==> src/rtl/llsc_pkg.sv <==
package llsc_pkg;

    typedef enum logic [1:0] {
        SC_FAIL     = 2'd0,
        SC_PASS     = 2'd1,
        SC_UNCACHED = 2'd2
    } sc_code_e;

    typedef enum logic [1:0] {
        CAUSE_NONE     = 2'd0,
        CAUSE_NOFLAG   = 2'd1,
        CAUSE_MISMATCH = 2'd2
    } fail_cause_e;

    typedef struct packed {
        sc_code_e    code;
        logic        issue;
        fail_cause_e cause;
        logic        pass;
        logic        fail;
    } sc_decision_t;

    function automatic sc_decision_t quiet_decision();
        sc_decision_t d;
        d.code  = SC_FAIL;
        d.issue = 1'b0;
        d.cause = CAUSE_NONE;
        d.pass  = 1'b0;
        d.fail  = 1'b0;
        return d;
    endfunction

endpackage

==> src/rtl/llsc_sc_eval.sv <==
module llsc_sc_eval
    import llsc_pkg::*;
#(
    parameter int ADDR_W = 32
) (
    input  logic               sc_req,
    input  logic               uncached,
    input  logic               res_flag,
    input  logic [ADDR_W-1:0]  res_gran,
    input  logic [ADDR_W-1:0]  req_gran,
    output sc_decision_t       dec
);
    always_comb begin
        dec = quiet_decision();
        if (sc_req) begin
            if (uncached) begin
                dec.code  = SC_UNCACHED;
                dec.issue = 1'b1;
            end else if (!res_flag) begin
                dec.fail  = 1'b1;
                dec.cause = CAUSE_NOFLAG;
            end else if (req_gran != res_gran) begin
                dec.fail  = 1'b1;
                dec.cause = CAUSE_MISMATCH;
            end else begin
                dec.code  = SC_PASS;
                dec.issue = 1'b1;
                dec.pass  = 1'b1;
            end
        end
    end
endmodule

==> src/rtl/llsc_thread_slot.sv <==
module llsc_thread_slot #(
    parameter int ADDR_W      = 32,
    parameter int WARN_PERIOD = 10,
    parameter int FATAL_LIMIT = 5000
) (
    input  logic               clk,
    input  logic               rst,
    input  logic               set_i,
    input  logic [ADDR_W-1:0]  set_gran_i,
    input  logic               drop_i,
    input  logic               pass_i,
    input  logic               fail_i,
    output logic               flag_o,
    output logic [ADDR_W-1:0]  gran_o,
    output logic               warn_o,
    output logic               limit_o
);
    localparam int CNT_W = $clog2(FATAL_LIMIT + 1);
    localparam int MOD_W = $clog2(WARN_PERIOD);
    localparam logic [CNT_W-1:0] CNT_LAST = CNT_W'(FATAL_LIMIT - 1);
    localparam logic [CNT_W-1:0] CNT_TOP  = CNT_W'(FATAL_LIMIT);
    localparam logic [MOD_W-1:0] MOD_LAST = MOD_W'(WARN_PERIOD - 1);

    logic [CNT_W-1:0] fail_cnt;
    logic [MOD_W-1:0] mod_cnt;

    assign warn_o  = fail_i && (mod_cnt == MOD_LAST);
    assign limit_o = fail_i && (fail_cnt == CNT_LAST);

    always_ff @(posedge clk) begin
        if (rst) begin
            flag_o <= 1'b0;
            gran_o <= '0;
        end else begin
            if (set_i)
                gran_o <= set_gran_i;
            if (drop_i)
                flag_o <= 1'b0;
            else if (set_i)
                flag_o <= 1'b1;
        end
    end

    always_ff @(posedge clk) begin
        if (rst) begin
            fail_cnt <= '0;
            mod_cnt  <= '0;
        end else if (pass_i) begin
            fail_cnt <= '0;
            mod_cnt  <= '0;
        end else if (fail_i) begin
            if (fail_cnt != CNT_TOP)
                fail_cnt <= fail_cnt + 1'b1;
            if (mod_cnt == MOD_LAST)
                mod_cnt <= '0;
            else
                mod_cnt <= mod_cnt + 1'b1;
        end
    end
endmodule

==> src/rtl/llsc_monitor.sv <==
module llsc_monitor
    import llsc_pkg::*;
#(
    parameter int NUM_THREADS = 4,
    parameter int ADDR_W      = 32,
    parameter int GRAN_BITS   = 4,
    parameter int WARN_PERIOD = 10,
    parameter int FATAL_LIMIT = 5000
) (
    input  logic                          clk,
    input  logic                          rst,
    input  logic                          req_valid,
    input  logic                          req_is_sc,
    input  logic [$clog2(NUM_THREADS)-1:0] req_tid,
    input  logic [ADDR_W-1:0]             req_addr,
    input  logic                          req_uncached,
    input  logic [NUM_THREADS-1:0]        res_clear,
    output logic                          rsp_valid,
    output logic [1:0]                    rsp_code,
    output logic                          rsp_issue,
    output logic [1:0]                    rsp_cause,
    output logic                          warn_pulse,
    output logic                          fatal_flag
);
    localparam int TID_W = $clog2(NUM_THREADS);
    localparam logic [ADDR_W-1:0] GRAN_MASK = ~((ADDR_W'(1) << GRAN_BITS) - ADDR_W'(1));

    logic [ADDR_W-1:0]      req_gran;
    logic                   sc_req;
    logic                   ll_req;
    logic [NUM_THREADS-1:0] flags;
    logic [ADDR_W-1:0]      grans [NUM_THREADS];
    logic [NUM_THREADS-1:0] warn_vec;
    logic [NUM_THREADS-1:0] limit_vec;
    sc_decision_t           dec;

    assign req_gran = req_addr & GRAN_MASK;
    assign sc_req   = req_valid && req_is_sc;
    assign ll_req   = req_valid && !req_is_sc;

    genvar t;
    generate
        for (t = 0; t < NUM_THREADS; t++) begin : g_slot
            logic hit;
            assign hit = (req_tid == TID_W'(t));
            llsc_thread_slot #(
                .ADDR_W      (ADDR_W),
                .WARN_PERIOD (WARN_PERIOD),
                .FATAL_LIMIT (FATAL_LIMIT)
            ) u_slot (
                .clk        (clk),
                .rst        (rst),
                .set_i      (ll_req && hit),
                .set_gran_i (req_gran),
                .drop_i     (res_clear[t] || (hit && (dec.pass || dec.fail))),
                .pass_i     (hit && dec.pass),
                .fail_i     (hit && dec.fail),
                .flag_o     (flags[t]),
                .gran_o     (grans[t]),
                .warn_o     (warn_vec[t]),
                .limit_o    (limit_vec[t])
            );
        end
    endgenerate

    llsc_sc_eval #(.ADDR_W(ADDR_W)) u_eval (
        .sc_req   (sc_req),
        .uncached (req_uncached),
        .res_flag (flags[req_tid]),
        .res_gran (grans[req_tid]),
        .req_gran (req_gran),
        .dec      (dec)
    );

    always_ff @(posedge clk) begin
        if (rst) begin
            rsp_valid  <= 1'b0;
            rsp_code   <= 2'd0;
            rsp_issue  <= 1'b0;
            rsp_cause  <= 2'd0;
            warn_pulse <= 1'b0;
            fatal_flag <= 1'b0;
        end else begin
            rsp_valid  <= sc_req;
            rsp_code   <= dec.code;
            rsp_issue  <= dec.issue;
            rsp_cause  <= dec.cause;
            warn_pulse <= |warn_vec;
            fatal_flag <= fatal_flag || (|limit_vec);
        end
    end
endmodule

==> config.mk <==
export PLATFORM = sky130hd
export DESIGN_NAME = llsc_monitor
export DESIGN_NICKNAME = d
export VERILOG_FILES = /design/src/rtl/llsc_pkg.sv /design/src/rtl/llsc_sc_eval.sv /design/src/rtl/llsc_thread_slot.sv /design/src/rtl/llsc_monitor.sv
export SDC_FILE = /design/constraint.sdc
export NUM_CORES = 1
export LEC_CHECK = 0
export BUFFER_PORTS_ARGS = -buffer_cell sky130_fd_sc_hd__buf_2
export CAP_MARGIN = 40
export CORE_MARGIN = 5
export CORE_UTILIZATION = 30
export DETAILED_ROUTE_END_ITERATION = 8
export MAX_ROUTING_LAYER = met4
export PLACE_DENSITY_LB_ADDON = 0.12
export SLEW_MARGIN = 15
export SYNTH_ARGS = -nofsm -noshare
export SYNTH_HDL_FRONTEND = slang
export SYNTH_SLANG_ARGS = --single-unit
==> constraint.sdc <==
create_clock -name clk -period 3.3 [get_ports clk]
set_input_delay 0.495 -clock clk [delete_from_list [all_inputs] [get_ports clk]]
set_output_delay 0.495 -clock clk [all_outputs]
set_load 0.01 [all_outputs]
After elaboration in Yosys (flattened, before gate mapping). Cells that the tools add are included.

Register bits after elaboration: 192. Bits in latches: 0. Memory bits (writable): 0. Memory bits (read-only): 0. Input port bits: 43. Output and inout bits: 8. Word-level logic and storage cells: 124. Memories kept: 0.

$add $sub $neg: 8. Multiply operators: 0. Div/mod/pow operators: 0. Magnitude comparators: 2. Equality and inequality tests: 16. Shift-type cells: 0. Multiplexer cells: 20. Bitwise logic cells: 3. Reduce and logical (&&, ||, !) cells: 51.

Operators with widths (count): binary-select mux 32 bit (select 2 bit) (1); 2-to-1 mux 32 bit (2); adder 13 x 1 -> 13 bit (second input constant) (4); == test 13 bit (second input constant) (4); != test 13 bit (second input constant) (4); != test 32 bit (1); logical AND 1 bit (26); OR reduction 2 bit (9); adder 4 x 1 -> 4 bit (second input constant) (4); == test 4 bit (second input constant) (4); 2-to-1 mux 4 bit (4); OR reduction 4 bit (3); 2-to-1 mux 2 bit (4); AND reduction 2 bit (4); logical OR 1 bit (6); 2-to-1 mux 1 bit (6); 2-to-1 mux 3 bit (2); == test 2 bit (second input constant) (2); greater-or-equal comparator 3 bit (second input constant) (1); less-than comparator 2 x 3 -> 1 bit (second input constant) (1); inverter 2 -> 3 bit (1); OR reduction 3 bit (1); binary-select mux 1 bit (select 2 bit) (1); == test 2 x 1 -> 1 bit (second input constant) (1); 3 further kinds (4).

Logic depth before layout (Yosys ltp).
Depth in word-level cells: 13. Depth in mapped cells: 13. Mapped depth without buffers: 7.

Hierarchy. Synthesis repeated with hierarchy kept, for this count alone.

Cells, all modules: 958. Area, all modules: 9555.4 um^2.

Modules (own cells, without submodules): llsc_thread_slot (instances 4, cells each 205, area an instance 1994.4 um^2, sequential area each 1001.0 um^2); llsc_monitor (instances 1, cells each 86, area an instance 1156.1 um^2, sequential area each 160.2 um^2); llsc_sc_eval (instances 1, cells each 52, area an instance 421.7 um^2, sequential area each 0.0 um^2).

Worst setup path after synthesis. Ideal clock, no wire load.

Kind: input -> register. Start point: in req_tid[1]. End point: reg g_slot[1].u_slot.fail_cnt[10]. Library setup time: 0.117 ns. Arrival: 2.980 ns. Data required time: 3.183 ns. Slack: 0.203 ns. Cell stages on the path: 12. Buffers on the path: 5. Cells stage by stage: buf_2 -> clkbuf_1 -> mux4_2 -> xnor2_1 -> nand4_1 -> or4_1 -> buf_2 -> nor2_4 -> a21o_1 -> buf_2 -> buf_2 -> nor2_1.

Word-level cells in the longest chain between the ends: 11. Elaborated cells between the ends (all ways): 18. Those cells by class: eq/ne (2); mux (11); bitwise (1); reduce/logical (4).

RTL lines: start: declaration (line llsc_monitor.sv:14) `input logic [$clog2(NUM_THREADS)-1:0] req_tid,`; inverter 2 -> 3 bit (not written as such) (line llsc_monitor.sv:70) `.res_gran (grans[req_tid]),`; binary-select mux 32 bit (select 2 bit) (line llsc_monitor.sv:70); 2-to-1 mux 32 bit (not written as such) (2 in a row) (line llsc_monitor.sv:70); != test 32 bit (line llsc_sc_eval.sv:22) `end else if (req_gran != res_gran) begin`; 2-to-1 mux 1 bit (line llsc_sc_eval.sv:22); 2-to-1 mux 1 bit (line llsc_sc_eval.sv:19) `end else if (!res_flag) begin`; 2-to-1 mux 2 bit (line llsc_sc_eval.sv:16) `if (uncached) begin`; 2-to-1 mux 2 bit (line llsc_sc_eval.sv:15) `if (sc_req) begin`; logical AND 1 bit, on equally long branches (line llsc_monitor.sv:57, llsc_monitor.sv:56); AND reduction 2 bit (no line) / OR reduction 2 bit (equally long branches); end signal: assignment (line llsc_thread_slot.sv:53) `fail_cnt <= fail_cnt + 1'b1;`; end: declaration (line llsc_thread_slot.sv:24) `logic [CNT_W-1:0] fail_cnt;`.

Several ways; a longest one is shown, not always the timed one. The select of a mux whose other input is x is not followed. A chain may end at the register's enable or synchronous reset.

Worst setup path in the final report.
Start point: in req_tid[0]. End point: reg g_slot[3].u_slot.fail_cnt[12].

Word-level cells in the longest chain between the ends: 11. Elaborated cells between the ends (all ways): 18. Those cells by class: eq/ne (2); mux (11); bitwise (1); reduce/logical (4).

RTL lines (line): inverter 2 -> 3 bit (not written as such) (llsc_monitor.sv:70); binary-select mux 32 bit (select 2 bit) (llsc_monitor.sv:70); 2-to-1 mux 32 bit (not written as such) (2 in a row) (llsc_monitor.sv:70); != test 32 bit (llsc_sc_eval.sv:22); 2-to-1 mux 1 bit (llsc_sc_eval.sv:22); 2-to-1 mux 1 bit (llsc_sc_eval.sv:19); 2-to-1 mux 2 bit (llsc_sc_eval.sv:16); 2-to-1 mux 2 bit (llsc_sc_eval.sv:15); logical AND 1 bit, on equally long branches (llsc_monitor.sv:57, llsc_monitor.sv:56); AND reduction 2 bit (no line) / OR reduction 2 bit (equally long branches); end signal: assignment (llsc_thread_slot.sv:53); end: declaration (llsc_thread_slot.sv:24).

Several ways; a longest one is shown, not always the timed one. The select of a mux whose other input is x is not followed.

==> out/summary.md <==
• number of gates given a new drive strength after cts: 0
• dpl hpwl: 16,180 µm
• flop-to-flop setup slack: 0.51 ns
• most used standard cell by instance count after synthesis: nand2_1
• Clock Root Buffer: clkbuf_16
• largest family of logic cells by synthesized area: simple AND/OR/NAND/NOR gates
• cell repeated most along the worst path: buf_12
• number of distinct standard cells referenced by the synthesized netlist: 52
• first-pass GRT wire length: 39,880 µm
• post-synthesis simple-gate area fraction: 0.2330
• Post-Synthesis Cells: 1,073
• largest net degree at the start of global routing: 65
• slack of the critical path: 0.4330 ns
• number of nets at the end of the flow: 1,182
• relative slew slack: 0.4727
• library cell occupying the most area in the post-synthesis netlist: dfxtp_1
• worst vdd ir: 0.2909 mV
• relative area change from synthesis to final layout: 19.05%
• synthesized area divided by synthesized cell count: 8.329 µm²
• remaining global-route overflow: 0
• setup TNS: 0 ns
• Tmin final: 2.867 ns
• complex-gate fraction of the synthesized area: 0.1589
• unrepaired setup endpoints after global routing: no
• required time at the endpoint of the critical path: 3.61 ns
• max incr delay on CP: 0.53 ns
• worst slack at placement: -0.05174 ns
• start point of the worst min-delay path: res_clear[2]
• detailed-route vias per instance: 4.906
• netlist area before placement: 8937 µm²
• area of all sequential standard cells: 3844 µm²
• final standard cell count with taps included and fillers excluded: 1,538
• count of filler cells inserted in the layout: 3,034
• die width: 182.6 µm
• Post-CTS Hold Fix Bufs: 0
• Worst Setup Start Kind: primary input
• total routed wirelength: 24,320 µm
• library cell contributing the largest single delay on the critical path: mux4_2
• category of the most critical setup path: primary input to register
• async set-reset flop share out of synthesis: 0
• Sinks on Clock Net: 192
• detailed router's first-iteration violation count: 433
• number of detailed-routing iterations run before antenna repair: 7
• Highest Clock Rate: 0.3488 GHz
• number of hold violations in the final report: 0
• fraction of final layout cells sized beyond drive strength 1: 0.1556
• final cell utilization of the core: 0.3600
• share of cell area taken by muxes after synthesis: 0.07756
• Tightest Hold Check Type: primary input to register
• TritonCTS Buffers: 17
• initial antenna violation count: 4
• static leakage power: 3.456 nW
• primary flip-flop cell chosen by synthesis mapping: dfxtp_1
• Max Buffers Root-to-Sink: 2
• final routed wire length divided by cell count: 15.81 µm
• number of placement rows: 63
• I/O pin total: 51
• adder-cell share of the synthesized area: 0.01120
• data arrival time at the worst-slack endpoint: 3.18 ns
• Post-Place Cell Area: 9991 µm²
• count of warnings emitted by yosys: 0
• power after layout: 4.900 mW
• startpoint of the worst setup timing path: req_tid[0]
• minimum hold slack: 0.2483 ns
• post-placement cell count: 1,502
• area of the die: 33,340 µm²
• vias in the first global route: 7,450
• post-route cell area: 10,640 µm²
• area of the multi-input gates: 4648 µm²
• DR DRC count: 0
• number of enable flip-flop cells after synthesis: 0
• critical register-to-register path startpoint: g_slot[3].u_slot.gran_o[26]$_SDFFE_PP0P_
• Initial Util: 0.3023
• maximum fanout count along the critical path: 23
• gr usage total: 0.1514
• worst-skew pair later-pin latency: 0.45 ns
• XOR/XNOR share of the synthesized area: 0.03822
• input/output buffers: 46
• commonest cells in the netlist: nand2_1, dfxtp_1, a21oi_1
• vias after detailed routing: 7,545
• power density over the cells: 460.5 nW/µm²
• final weighted congestion in routability-driven placement: 0.7672
• Slew @ Worst Pin: 0.7909 ns
• Max Cap Viol: 0
• Post-Syn Nets: 1,124
• setup skew after layout: 0.02924 ns
• TritonCTS clock tree: done
• Final ANT Viol Nets: 0
• status: completed
• share of the cycle needed by the critical path after routing: 0.8688
• cells along the critical path: buf_2 -> buf_12 -> mux4_2 -> xnor2_1 -> and4_1 -> or4b_1 -> buf_4 -> o21ai_4 -> buf_12 -> or4_1 -> a21oi_1
• Chip Height: 182.6 µm
• area fraction of the dominant cell type after synthesis: 0.4301
• main area contributors after synthesis: dfxtp_1, nand2_1, a21oi_1
• CTS HTree Levels: 4
• endpoint type of the worst setup path: register
• count of pins over their slew limit: 0
• Final setup violation count: 0
• sequential cell area fraction in the yosys report: 0.4301
• CTS clock-pin slew for the worst setup and hold paths: 0.08 ns
• post-CTS setup buffers: 0
• #FFs+latches synth: 192
• placeable core region: 29,560 µm²
## worst paths after layout
kind / cells past startpoint / end
hold reg to reg: 2 / g_slot[2].u_slot.gran_o[21]$_SDFFE_PP0P_
hold / removal: 2 / g_slot[2].u_slot.flag_o$_SDFFE_PP0P_
setup / recovery: 11 / g_slot[3].u_slot.fail_cnt[12]$_SDFFE_PP0P_
setup reg to reg: 10 / g_slot[3].u_slot.fail_cnt[12]$_SDFFE_PP0P_
## worst max-delay path, delay by kind of cell
family	cells	cell delay (ns)
and+or+nand+nor	3	0.92
buffers and inverters	4	0.76
muxes	1	0.53
xor gates and xnor gates	1	0.24
AOI/OAI and AO/OA	2	0.23
## state kept, by name, summed over array words and instances, names as in the netlist
name	count
g_slot.u_slot.gran_o	112
g_slot.u_slot.fail_cnt	52
g_slot.u_slot.mod_cnt	16
g_slot.u_slot.flag_o	4
rsp_cause	2
rsp_code	2
fatal_flag	1
rsp_issue	1
rsp_valid	1
warn_pulse	1
## placed cells by master, fill, tap and decap left out, types with 25 or more instances in the layout
| master | instances |
|---|---|
| nand3_1 | 26 |
| buf_2 | 45 |
| nand2_1 | 261 |
| nor2_1 | 27 |
| buf_4 | 46 |
| inv_1 | 32 |
| dfxtp_1 | 192 |
| mux4_2 | 29 |
| nand4_1 | 25 |
| xnor2_1 | 37 |
| a21oi_1 | 167 |
## layer usage
metal  vias to the layer above  wire length (µm)  track usage
li1                       3899                 -            -
met1                      3542             11750       0.1980
met2                        97             11750       0.2485
met3                         7               699      0.02731
met4                         0               124      0.02852
met5                         -                 0            -
## area by class of cell
type	count	area share
flip-flops and latches	192	0.3612
diodes	4	0.0009407
clock inverters	15	0.02011
multi-input cells	781	0.4369
inverters	32	0.01129
clock buffers	17	0.03998
repair buffers	107	0.08373
well taps	390	0.04586
## where the power goes
group          total (mW)  switching [mW]  leakage [nW]  internal [mW]
Sequential           2.36          0.0162          1.55           2.35
Combinational       0.325           0.193          1.60          0.132
Clock                2.21            1.14         0.308           1.07
Total                4.90            1.35          3.46           3.55
## logic make-up after synthesis
logic type | count (synthesis)
adders and majority gates | 8
xor gates and xnor gates | 39
buffers and inverters | 100
muxes | 33
DFF | 192
AOI/OAI and AO/OA | 255
and+or+nand+nor | 446
Note: power is estimated with default switching activity, not from simulation.
